File: config.mk
export PLATFORM = sky130hd
export DESIGN_NAME = snd_bus_decoder
export DESIGN_NICKNAME = d
export VERILOG_FILES = /design/src/rtl/snd_dec_pkg.sv /design/src/rtl/snd_boot_rom.sv /design/src/rtl/snd_reg_file.sv /design/src/rtl/snd_bus_decoder.sv
export SDC_FILE = /design/constraint.sdc
export NUM_CORES = 1
export LEC_CHECK = 0
export ABC_AREA = 1
export BUFFER_PORTS_ARGS = -buffer_cell sky130_fd_sc_hd__buf_2
export CAP_MARGIN = 40
export CORE_UTILIZATION = 53
export DETAILED_ROUTE_END_ITERATION = 6
export GPL_TIMING_DRIVEN = 0
export PLACE_DENSITY = 0.8
export SLEW_MARGIN = 20
export SYNTH_ARGS = -nofsm -noshare
export SYNTH_HDL_FRONTEND = slang
export SYNTH_SLANG_ARGS = --single-unit
File: constraint.sdc
create_clock -name clk -period 5.48 [get_ports clk]
set_input_delay 0.822 -clock clk [delete_from_list [all_inputs] [get_ports clk]]
set_output_delay 0.822 -clock clk [all_outputs]
set_load 0.05 [all_outputs]
File: src/rtl/snd_dec_pkg.sv
package snd_dec_pkg;
  typedef enum logic [1:0] {
    TGT_RAM = 2'd0,
    TGT_ROM = 2'd1,
    TGT_REG = 2'd2
  } tgt_e;

  // Offsets inside the register page
  localparam logic [3:0] OFF_TEST  = 4'h0;
  localparam logic [3:0] OFF_CTRL  = 4'h1;
  localparam logic [3:0] OFF_DIDX  = 4'h2;
  localparam logic [3:0] OFF_DDAT  = 4'h3;
  localparam logic [3:0] OFF_PORT0 = 4'h4;

  // Control register bit positions
  localparam int CTL_CLR_BASE = 4;  // bit 4: ports 0/1, bit 5: ports 2/3
  localparam int CTL_ROM_BIT  = 7;
endpackage

File: src/rtl/snd_boot_rom.sv
module snd_boot_rom #(
  parameter int          AW   = 6,
  parameter int          DW   = 8,
  parameter logic [7:0]  SEED = 8'hA5
) (
  input  logic          clk,
  input  logic          rd,
  input  logic [AW-1:0] addr,
  output logic [DW-1:0] q
);
  localparam int DEPTH = 1 << AW;

  logic [DW-1:0] rom [DEPTH];

  // Contents derived from the index; replace SEED to re-key the image
  for (genvar i = 0; i < DEPTH; i++) begin : g_rom
    assign rom[i] = DW'(i * 29) ^ DW'(SEED);
  end

  always_ff @(posedge clk) begin
    if (rd) q <= rom[addr];
  end
endmodule

File: src/rtl/snd_reg_file.sv
module snd_reg_file
  import snd_dec_pkg::*;
#(
  parameter int DW = 8,
  parameter int NP = 4,
  parameter int NT = 3,
  parameter int IW = 7,
  localparam int SW = $clog2(NP)
) (
  input  logic           clk,
  input  logic           rst,
  input  logic           acc_wr,
  input  logic [3:0]     acc_off,
  input  logic [DW-1:0]  acc_wdata,
  input  logic           host_wr,
  input  logic [SW-1:0]  host_sel,
  input  logic [DW-1:0]  host_wdata,
  input  logic [DW-1:0]  dsp_rdata,
  output logic [DW-1:0]  rd_data,
  output logic [NT-1:0]  timer_en,
  output logic           rom_en,
  output logic [NP*DW-1:0] port_out,
  output logic [IW-1:0]  dsp_idx,
  output logic           dsp_we,
  output logic [DW-1:0]  dsp_wdata
);
  logic          wr_ctrl, wr_didx, wr_ddat;
  logic [DW-1:0] didx_q;
  logic [DW-1:0] in_q  [NP];
  logic [DW-1:0] out_q [NP];
  logic [NP-1:0] clr;

  assign wr_ctrl = acc_wr && (acc_off == OFF_CTRL);
  assign wr_didx = acc_wr && (acc_off == OFF_DIDX);
  assign wr_ddat = acc_wr && (acc_off == OFF_DDAT);

  // Control register: enables stored, clear bits act on the write only
  always_ff @(posedge clk) begin
    if (rst) begin
      timer_en <= '0;
      rom_en   <= 1'b1;
    end else if (wr_ctrl) begin
      timer_en <= acc_wdata[NT-1:0];
      rom_en   <= acc_wdata[CTL_ROM_BIT];
    end
  end

  // DSP index latch and write pulse
  always_ff @(posedge clk) begin
    if (rst) begin
      didx_q    <= '0;
      dsp_we    <= 1'b0;
      dsp_wdata <= '0;
    end else begin
      if (wr_didx) didx_q <= acc_wdata;
      dsp_we <= wr_ddat && !didx_q[DW-1];
      if (wr_ddat) dsp_wdata <= acc_wdata;
    end
  end
  assign dsp_idx = didx_q[IW-1:0];

  // Communication ports
  for (genvar i = 0; i < NP; i++) begin : g_port
    assign clr[i] = wr_ctrl && acc_wdata[CTL_CLR_BASE + i/2];

    always_ff @(posedge clk) begin
      if (rst)                                in_q[i] <= '0;
      else if (clr[i])                        in_q[i] <= '0;
      else if (host_wr && host_sel == SW'(i)) in_q[i] <= host_wdata;
    end

    always_ff @(posedge clk) begin
      if (rst) out_q[i] <= '0;
      else if (acc_wr && acc_off == 4'(OFF_PORT0 + i)) out_q[i] <= acc_wdata;
    end

    assign port_out[i*DW +: DW] = out_q[i];
  end

  always_comb begin
    rd_data = '0;
    if (acc_off == OFF_DIDX) rd_data = didx_q;
    if (acc_off == OFF_DDAT) rd_data = dsp_rdata;
    for (int i = 0; i < NP; i++) begin
      if (acc_off == 4'(OFF_PORT0 + i)) rd_data = in_q[i];
    end
  end

  // reset leaves overlay on and timers off
  p_reset_state_r1: assert property (@(posedge clk)
    rst |=> rom_en && (timer_en == '0) && (didx_q == '0));

  // enables move only on a control write
  p_timer_hold_r6: assert property (@(posedge clk) disable iff (rst)
    !wr_ctrl |=> $stable(timer_en) && $stable(rom_en));

  // pair clear zeroes both inbound bytes
  p_clear_lo_r7: assert property (@(posedge clk) disable iff (rst)
    (wr_ctrl && acc_wdata[CTL_CLR_BASE]) |=> (in_q[0] == '0) && (in_q[1] == '0));

  // data write with index bit 7 set never reaches the DSP
  p_dsp_drop_r9: assert property (@(posedge clk) disable iff (rst)
    (wr_ddat && didx_q[DW-1]) |=> !dsp_we);
endmodule

File: src/rtl/snd_bus_decoder.sv
module snd_bus_decoder
  import snd_dec_pkg::*;
#(
  parameter int         ADDR_W   = 16,
  parameter int         DATA_W   = 8,
  parameter int         ROM_AW   = 6,
  parameter int         NPORTS   = 4,
  parameter int         NTIMERS  = 3,
  parameter int         DSP_IW   = 7,
  parameter int         REG_PAGE = 'h00F,
  parameter logic [7:0] ROM_SEED = 8'hA5,
  localparam int        SW       = $clog2(NPORTS)
) (
  input  logic                     clk,
  input  logic                     rst,
  input  logic [ADDR_W-1:0]        cpu_addr,
  input  logic                     cpu_rd,
  input  logic                     cpu_wr,
  input  logic [DATA_W-1:0]        cpu_wdata,
  output logic [DATA_W-1:0]        cpu_rdata,
  output logic                     cpu_rvalid,
  output logic [ADDR_W-1:0]        ram_addr,
  output logic                     ram_en,
  output logic                     ram_we,
  output logic [DATA_W-1:0]        ram_wdata,
  input  logic [DATA_W-1:0]        ram_rdata,
  output logic [DSP_IW-1:0]        dsp_idx,
  output logic                     dsp_we,
  output logic [DATA_W-1:0]        dsp_wdata,
  input  logic [DATA_W-1:0]        dsp_rdata,
  output logic [NTIMERS-1:0]       timer_en,
  input  logic                     host_wr,
  input  logic [SW-1:0]            host_sel,
  input  logic [DATA_W-1:0]        host_wdata,
  output logic [NPORTS*DATA_W-1:0] port_out
);
  localparam logic [ADDR_W-5:0] PAGE_TAG = (ADDR_W-4)'(REG_PAGE);

  logic              pg_hit, ovl_hit, rom_en;
  tgt_e              tgt, rd_tgt_q;
  logic [DATA_W-1:0] reg_rd, reg_q, rom_q;

  assign pg_hit  = cpu_addr[ADDR_W-1:4] == PAGE_TAG;
  assign ovl_hit = &cpu_addr[ADDR_W-1:ROM_AW];

  always_comb begin
    if (pg_hit)                 tgt = TGT_REG;
    else if (ovl_hit && rom_en) tgt = TGT_ROM;
    else                        tgt = TGT_RAM;
  end

  // RAM port: writes bypass the overlay, reads only when RAM is chosen
  assign ram_addr  = cpu_addr;
  assign ram_wdata = cpu_wdata;
  assign ram_we    = cpu_wr && !pg_hit;
  assign ram_en    = ram_we || (cpu_rd && tgt == TGT_RAM);

  snd_boot_rom #(
    .AW   (ROM_AW),
    .DW   (DATA_W),
    .SEED (ROM_SEED)
  ) u_rom (
    .clk  (clk),
    .rd   (cpu_rd && tgt == TGT_ROM),
    .addr (cpu_addr[ROM_AW-1:0]),
    .q    (rom_q)
  );

  snd_reg_file #(
    .DW (DATA_W),
    .NP (NPORTS),
    .NT (NTIMERS),
    .IW (DSP_IW)
  ) u_regs (
    .clk        (clk),
    .rst        (rst),
    .acc_wr     (cpu_wr && pg_hit),
    .acc_off    (cpu_addr[3:0]),
    .acc_wdata  (cpu_wdata),
    .host_wr    (host_wr),
    .host_sel   (host_sel),
    .host_wdata (host_wdata),
    .dsp_rdata  (dsp_rdata),
    .rd_data    (reg_rd),
    .timer_en   (timer_en),
    .rom_en     (rom_en),
    .port_out   (port_out),
    .dsp_idx    (dsp_idx),
    .dsp_we     (dsp_we),
    .dsp_wdata  (dsp_wdata)
  );

  // Read return stage
  always_ff @(posedge clk) begin
    if (rst) begin
      cpu_rvalid <= 1'b0;
      rd_tgt_q   <= TGT_RAM;
      reg_q      <= '0;
    end else begin
      cpu_rvalid <= cpu_rd;
      if (cpu_rd) begin
        rd_tgt_q <= tgt;
        reg_q    <= reg_rd;
      end
    end
  end

  always_comb begin
    cpu_rdata = '0;
    if (cpu_rvalid) begin
      case (rd_tgt_q)
        TGT_ROM: cpu_rdata = rom_q;
        TGT_REG: cpu_rdata = reg_q;
        default: cpu_rdata = ram_rdata;
      endcase
    end
  end

  // one access per cycle, and every read is answered next cycle
  p_one_access_r2: assert property (@(posedge clk) disable iff (rst)
    !(cpu_rd && cpu_wr));
  p_rvalid_r2: assert property (@(posedge clk) disable iff (rst)
    cpu_rd |=> cpu_rvalid);

  // register page stays off the RAM port
  p_regpage_quiet_r3: assert property (@(posedge clk) disable iff (rst)
    (cpu_addr[ADDR_W-1:4] == PAGE_TAG) |-> !ram_en);

  // overlay writes always reach RAM
  p_ovl_write_r5: assert property (@(posedge clk) disable iff (rst)
    (cpu_wr && ovl_hit) |-> ram_en && ram_we && (ram_addr == cpu_addr));
endmodule

==> results.tsv, run 1 <==
stage	metric	value	unit
grt	grt_use_total	0.2621	
grt	use_met1	0.3528	
clock_tree	post_cts_resized	0	
floorplanning	die_width	103.7	um
place	gp_congestion	0.8922	
sta	fin_skew	0.007674	ns
sta	tns	0	ns
run_status	outcome	complete, no violations	
grt	grt_pass1_wl	22.55	mm
sta	tightest_slew	0.5755	ns
setup_path	path_max_fanout	10	
sta	fin_ws	2.514	ns
grt	gr-usage-met2	0.4430	
logic_synthesis	synthTopCellsByArea	edfxtp_1, dfxtp_1, nand2_1, nor2_1, nand3_1	
pwr	power_density	248.4	nW/um2
logic_synthesis	ys.flop_type	edfxtp_1	
floorplanning	dieHeight	103.7	um
grt	grt_pass1_vias	4556	
setup_path	slowest_stage	nor3_2	
setup_path	end_kind	flip-flop	
clock_tree	htree_levels	3	
grt	use_met3	0.03335	
logic_synthesis	synthTopCellsByCount	nand2_1, nor2_1, edfxtp_1	
sta	holdWs	0.4727	ns
clock_tree	path_clk_slew	0.09	ns
logic_synthesis	async_flop_share	0	
setup_path	start_kind	input pin	
clock_tree	clock-sinks	104	
route	dr.pass1.iters	5	
floorplanning	floorplan.die_area	10760	um2
flow_run	maxCapViolations	0	
clock_tree	clockBufferDepth	2	
setup_path	path_cells	buf_2, inv_1, ha_1, buf_2, inv_1, nor3_2, nand4_2, nand3_2, nand3_1	
route	drt_iter0_drc	352	
logic_synthesis	synth_area	5483	um2
setup_path	critPathArrivalTime	2.98	ns
sta	min_period_over_period	0.5413	
grt	grt-ovfl-total	0	
grt	grt_start_max_net_pins	17	
route	drt.antenna.violating_nets	0	
clock_tree	numCtsBuffers	9	
clock_tree	post-cts-setup-buffer-count	0	
clock_tree	ctsHoldBuffers	0	
logic_synthesis	yosysWarnings	0	
floorplanning	std_cell_rows	36	
place	hpwl	10.93	mm
logic_synthesis	syn_inst	643	
clock_tree	clock-root-buffer	clkbuf_8	
worst_hold_path	hold_class	reg2reg	
clock_tree	cts_tree	done	
route	num_vias	4852	
finish	antenna_cells	0	
clock_tree	clock_latency	0.35	ns
sta	fmax	0.3371	GHz
setup_path	crit_path_max_incr_delay	0.45	ns
logic_synthesis	synth.net_count	706	
pwr	power_leakage	3.056	nW
logic_synthesis	synth.most_common_cell	nand2_1	
route	postRouteWirelength	13.82	mm
floorplanning	io_pins	141	
sta	finalHoldViolCount	0	
finish	drive_gt1_frac	0.2760	
route	viasPerCell	5.217	
logic_synthesis	synth_edf_count	72	
floorplanning	initial_core_util	0.5533	
logic_synthesis	ys_ff_latch	104	
grt	antenna_found_initial	0	
sta	drv_slew	0	
pwr	finalPower	0.001623	W
route	drc	0	
logic_synthesis	syn_avg_cell_area	8.527	um2
sta	rsz0062_at_grt	false	
place	io_buffer_count	137	
place	pre_cts_ws	2.178	ns
floorplanning	coreArea	9910	um2
finish	postLayoutCellArea	6535	um2
place	placed_cell_area	6349	um2
finish	syn_to_final_growth	19.19	%
logic_synthesis	synth_top_area_cell	edfxtp_1	
logic_synthesis	ys_seq_area_frac	0.5112	
setup_path	path_class	in2reg	
setup_path	cp.required	5.50	ns
sta	slew_headroom	0.6143	
grt	grt.busiest_layer	met2	
sta	layout_min_cycle_time	2.967	ns
logic_synthesis	synth.distinct_cells	34	
finish	fin_nets	855	
sta	setup_violations	0	
route	wl_per_cell	14.86	um
pwr	ir_worst_vdd	159.0	uV
logic_synthesis	synth_top_area_share	0.3943	
[stage by stage]
stage          std cells  utilization
2_1_floorplan        643            -
3_3_place_gp         913       0.6393
3_5_place_dp         914       0.6407
4_1_cts              930       0.6595
5_1_grt              930       0.6595
6_report             930       0.6595
[critical path, delay by kind of cell]
kind	cells	cell delay [ns]
fa+ha+maj	1	0.17
buf+inv	4	0.65
simple gates	4	1.34
[layout make-up]
cell class	instances	area (um2)
multi-input cells	421	2087
flip-flops and latches	104	2803
fillers	827	3374
repair buffers	138	693.2
inverters	61	229.0
well taps	133	166.4
clock inverters	7	62.56
plain buffers	57	370.4
clock buffers	9	123.9
[path summary, 6_finish.rpt]
| path | start | to | slack [ns] | cells past startpoint |
|---|---|---|---|---|
| worst min-delay path | u_regs.dsp_wdata[3] | u_regs.dsp_wdata[3] | 0.47 | 2 |
| worst max register to register | u_regs.rom_en | u_rom.q[1] | 4.24 | 3 |
| worst max-delay path | cpu_addr[1] | u_regs.in_q[1][1] | 2.51 | 9 |
| worst min register to register | u_regs.dsp_wdata[3] | u_regs.dsp_wdata[3] | 0.47 | 2 |
[cell families after synthesis]
kind of cell / count (synthesis) / share of synthesized area
simple gates: 324 / 0.2695
fa+ha+maj: 8 / 0.01826
compound gates: 87 / 0.08854
buf+inv: 118 / 0.1093
flops: 104 / 0.5112
xor+xnor: 2 / 0.003195
[placed cells by master (no fill, tap or decap), types with 10 or more instances in the layout]
cell type	count
nor2_1	94
edfxtp_1	72
nand3_1	58
inv_1	57
dfxtp_1	32
a21oi_1	48
buf_2	145
nand2_1	135
o21ai_0	17
nand4_1	10
buf_4	36
[sequential cells by signal, indices dropped and copies added (netlist names)]
| name | cells |
|---|---|
| cpu_rvalid | 1 |
| rd_tgt_q | 2 |
| reg_q | 8 |
| u_regs.didx_q | 8 |
| u_regs.dsp_wdata | 8 |
| u_regs.dsp_we | 1 |
| u_regs.in_q | 32 |
| u_regs.out_q | 32 |
| u_regs.rom_en | 1 |
| u_regs.timer_en | 3 |
| u_rom.q | 8 |
[power breakdown]
group | total (W) | internal [W] | switching (W)
clock network | 0.000455 | 0.000207 | 0.000248
logic | 0.000285 | 0.0000751 | 0.000210
registers | 0.000883 | 0.000871 | 0.0000124
[per-layer routing]
layer	part of all wire	up-vias
li1	-	2407
met1	0.43	2217
met2	0.49	205
met3	0.057	23
met4	0.019	0
met5	0	-
Power figures use the tool's default switching activity.
==> run 2, diff against run 1 <==
--- a/config.mk
+++ b/config.mk
@@ -8,10 +8,10 @@
 export ABC_AREA = 1
 export BUFFER_PORTS_ARGS = -buffer_cell sky130_fd_sc_hd__buf_2
 export CAP_MARGIN = 40
-export CORE_UTILIZATION = 53
+export CORE_UTILIZATION = 48
 export DETAILED_ROUTE_END_ITERATION = 6
 export GPL_TIMING_DRIVEN = 0
-export PLACE_DENSITY = 0.8
+export PLACE_DENSITY = 0.76
 export SLEW_MARGIN = 20
 export SYNTH_ARGS = -nofsm -noshare
 export SYNTH_HDL_FRONTEND = slang
==> constraint.sdc (replaced) <==
create_clock -name clk -period 2.4 [get_ports clk]
set_input_delay 0.36 -clock clk [delete_from_list [all_inputs] [get_ports clk]]
set_output_delay 0.36 -clock clk [all_outputs]
set_load 0.05 [all_outputs]
==> run 2 against run 1 <==
  * Design area increased by 2.5%
  * Register-to-register slack worse by 3.1 ns
  * Core utilization fell by 5.0 points
  * Die area grew 10%
  * Critical endpoint is now u_regs.in_q[0][0]
  * Largest cell class unchanged
  * Highest routed layer unchanged
==> results.tsv, run 2 (synthesis results as in run 1) <==
stage	metric	value	unit	change
clock_tree	htree_levels	3		unchanged
grt	antenna_found_initial	0		unchanged
sta	layout_min_cycle_time	2.296	ns	
place	dp.cells	921		was 914
pwr	finalPower	0.004170	W	was 0.001623 W
route	drt.antenna.violating_nets	0		unchanged
sta	min_period_over_period	0.9566		
place	io_buffer_count	137		unchanged
flow_run	maxCapViolations	0		unchanged
clock_tree	numCtsBuffers	9		unchanged
grt	grt-ovfl-total	0		unchanged
finish	postLayoutCellArea	6698	um2	was 6535 um2
clock_tree	clock_latency	0.34	ns	was 0.35 ns
clock_tree	ctsHoldBuffers	0		unchanged
floorplanning	coreArea	10980	um2	was 9910 um2
pwr	clkPwrFrac	0.359		was 0.280
pwr	switching_share	0.2841		was 0.2898
pwr	ir_worst_vdd	452.0	uV	was 159.0 uV
finish	syn_to_final_growth	22.16	%	was 19.19%
finish	regArea	2803	um2	unchanged
grt	grt_pass1_vias	4414		was 4556
pwr	p_sw	0.001185	W	was 0.0004705 W
place	gp_congestion	0.8955		was 0.8922
sta	fin_skew	0.006767	ns	was 0.007674 ns
route	viasPerCell	5.180		was 5.217
place	pre_cts_ws	-0.4245	ns	was 2.178 ns
sta	drv_slew	0		unchanged
setup_path	end_kind	flip-flop		unchanged
sta	finalHoldViolCount	0		unchanged
pwr	power.share.combinational	0.157		was 0.175
setup_path	rr_endpoint	u_rom.q[4]		was u_rom.q[1]
floorplanning	initial_core_util	0.4992		was 0.5533
grt	grt_pass1_wl	21.60	mm	was 22.55 mm
finish	final_common_cell	buf_2		unchanged
setup_path	worst_r2r_path_depth	3		unchanged
finish	final_cell_mix	buf_2, nand2_1, nor2_1		unchanged
worst_hold_path	hp-start	cpu_wdata[6]		was u_regs.dsp_wdata[3]
pwr	power_density	622.6	nW/um2	was 248.4 nW/um2
grt	grt_use_total	0.2393		was 0.2621
run_status	outcome	complete, no violations		unchanged
finish	fillerInstances	936		was 827
floorplanning	dieHeight	108.9	um	was 103.7 um
setup_path	reg2reg_from	u_regs.rom_en		unchanged
clock_tree	clockBufferDepth	2		unchanged
finish	antenna_cells	0		unchanged
finish	drive_gt1_frac	0.2854		was 0.2760
sta	tightest_slew	0.4832	ns	was 0.5755 ns
worst_hold_path	worstHoldPathCells	3		was 2
worst_hold_path	hold_class	in2reg		was reg2reg
route	drc	0		unchanged
setup_path	path_max_fanout	10		unchanged
floorplanning	floorplan.die_area	11850	um2	was 10760 um2
finish	fin_nets	857		was 855
sta	setup_violations	0		unchanged
clock_tree	cts_tree	done		unchanged
pwr	pwr-share-seq	0.483		was 0.544
sta	fmax	0.4356	GHz	
clock_tree	clock-root-buffer	clkbuf_16		was clkbuf_8
worst_hold_path	hold_end	u_regs.didx_q[6]		was u_regs.dsp_wdata[3]
route	num_vias	4864		was 4852
floorplanning	io_pins	141		unchanged
setup_path	path_class	in2reg		unchanged
finish	multi_input_area	2103	um2	was 2087 um2
setup_path	cp.required	2.44	ns	was 5.50 ns
route	wl_per_cell	14.84	um	was 14.86 um
sta	holdWs	0.3275	ns	was 0.4727 ns
finish	fin_cells	939		was 930
clock_tree	clock-sinks	104		unchanged
setup_path	critPathArrivalTime	2.34	ns	was 2.98 ns
place	placed_cell_area	6355	um2	was 6349 um2
floorplanning	std_cell_rows	38		was 36
clock_tree	path_clk_slew	0.07	ns	was 0.09 ns
grt	grt_start_max_net_pins	19		was 17
route	dr.pass1.iters	5		unchanged
setup_path	r2r_setup_slack	1.19	ns	was 4.24 ns
pwr	intPower	0.002985	W	was 0.001153 W
route	drt_iter0_drc	273		was 352
setup_path	start_kind	input pin		unchanged
route	postRouteWirelength	13.94	mm	was 13.82 mm
floorplanning	die_width	108.9	um	was 103.7 um
sta	fin_ws	0.1042	ns	was 2.514 ns
sta	slew_headroom	0.6779		was 0.6143
place	hpwl	10.72	mm	was 10.93 mm
finish	reg_top3	u_regs.in_q (32), u_regs.out_q (32)		unchanged
pwr	power_leakage	3.137	nW	was 3.056 nW
==> run 2: cell count changes in the layout (fill, tap and decap cells not counted), sizes merged <==
cell / previous run / this run
clkinv: 7 / 5
inv: 59 / 61
buf: 186 / 188
==> run 2: area by class of cell <==
cell class                      instances  area share
Multi-Input combinational cell        421      0.3140
Buffer                                 56     0.05474
Tap cell                              140     0.02615
Clock buffer                            9     0.03363
Clock inverter                          7     0.01196
Timing Repair Buffer                  141      0.1069
Sequential cell                       104      0.4185
Inverter                               61     0.03419
==> run 2: power by group through the flow <==
stage / registers [W] / logic, W / clock network [W]
final: 0.00201 / 0.000656 / 0.00150
after floorplan: 0.00215 / 0.000359 / 0
after CTS: 0.00201 / 0.000651 / 0.00150
after global placement: 0.00205 / 0.000635 / 0
after detailed placement: 0.00205 / 0.000646 / 0
after global routing: 0.00202 / 0.000705 / 0.00157
==> run 2: per-stage QoR <==
| step | utilization | setup TNS (ns) |
|---|---|---|
| CTS | 0.6070 | 0 |
| global route | 0.6098 | -0.04788 |
| detailed placement | 0.5786 | -11.40 |
| finish | 0.6098 | 0 |
| floorplan | - | 0 |
| global placement | 0.5776 | -12.18 |
==> run 2: worst max path at each step <==
stage,startpoint,to,slack [ns]
floorplan,rd_tgt_q[0],cpu_rdata[0],0.20
global placement,cpu_addr[4],u_rom.q[4],-0.37
detailed placement,cpu_addr[1],u_regs.in_q[0][3],-0.42
CTS,cpu_addr[1],u_regs.in_q[0][0],0.05
global route,cpu_addr[1],u_regs.in_q[0][0],-0.01
finish,cpu_addr[1],u_regs.in_q[0][0],0.10
==> run 2: per-layer routing <==
metal  up-vias  GRT usage  wire length [um]
met4         0    0.08591               311
met2       183     0.4173              6898
met1      2250     0.3051              6017
met5         -          0                 0
li1       2406          -                 -
met3        25    0.02809               710
==> run 2: what timing repair did <==
item,4_1_cts,5_1_grt
resized for setup,1,3
pin swaps,0,1
setup buffers,0,3
setup endpoints to repair,16,19
==> run 2: critical path, cell delays in order <==
cell and delay (ns):
buf_2 0.17, inv_1 0.17, ha_1 0.16, buf_2 0.21, inv_1 0.13, nor3_4 0.18, buf_4 0.18, nand4_2 0.27
nand3_2 0.27, nand3_2 0.22
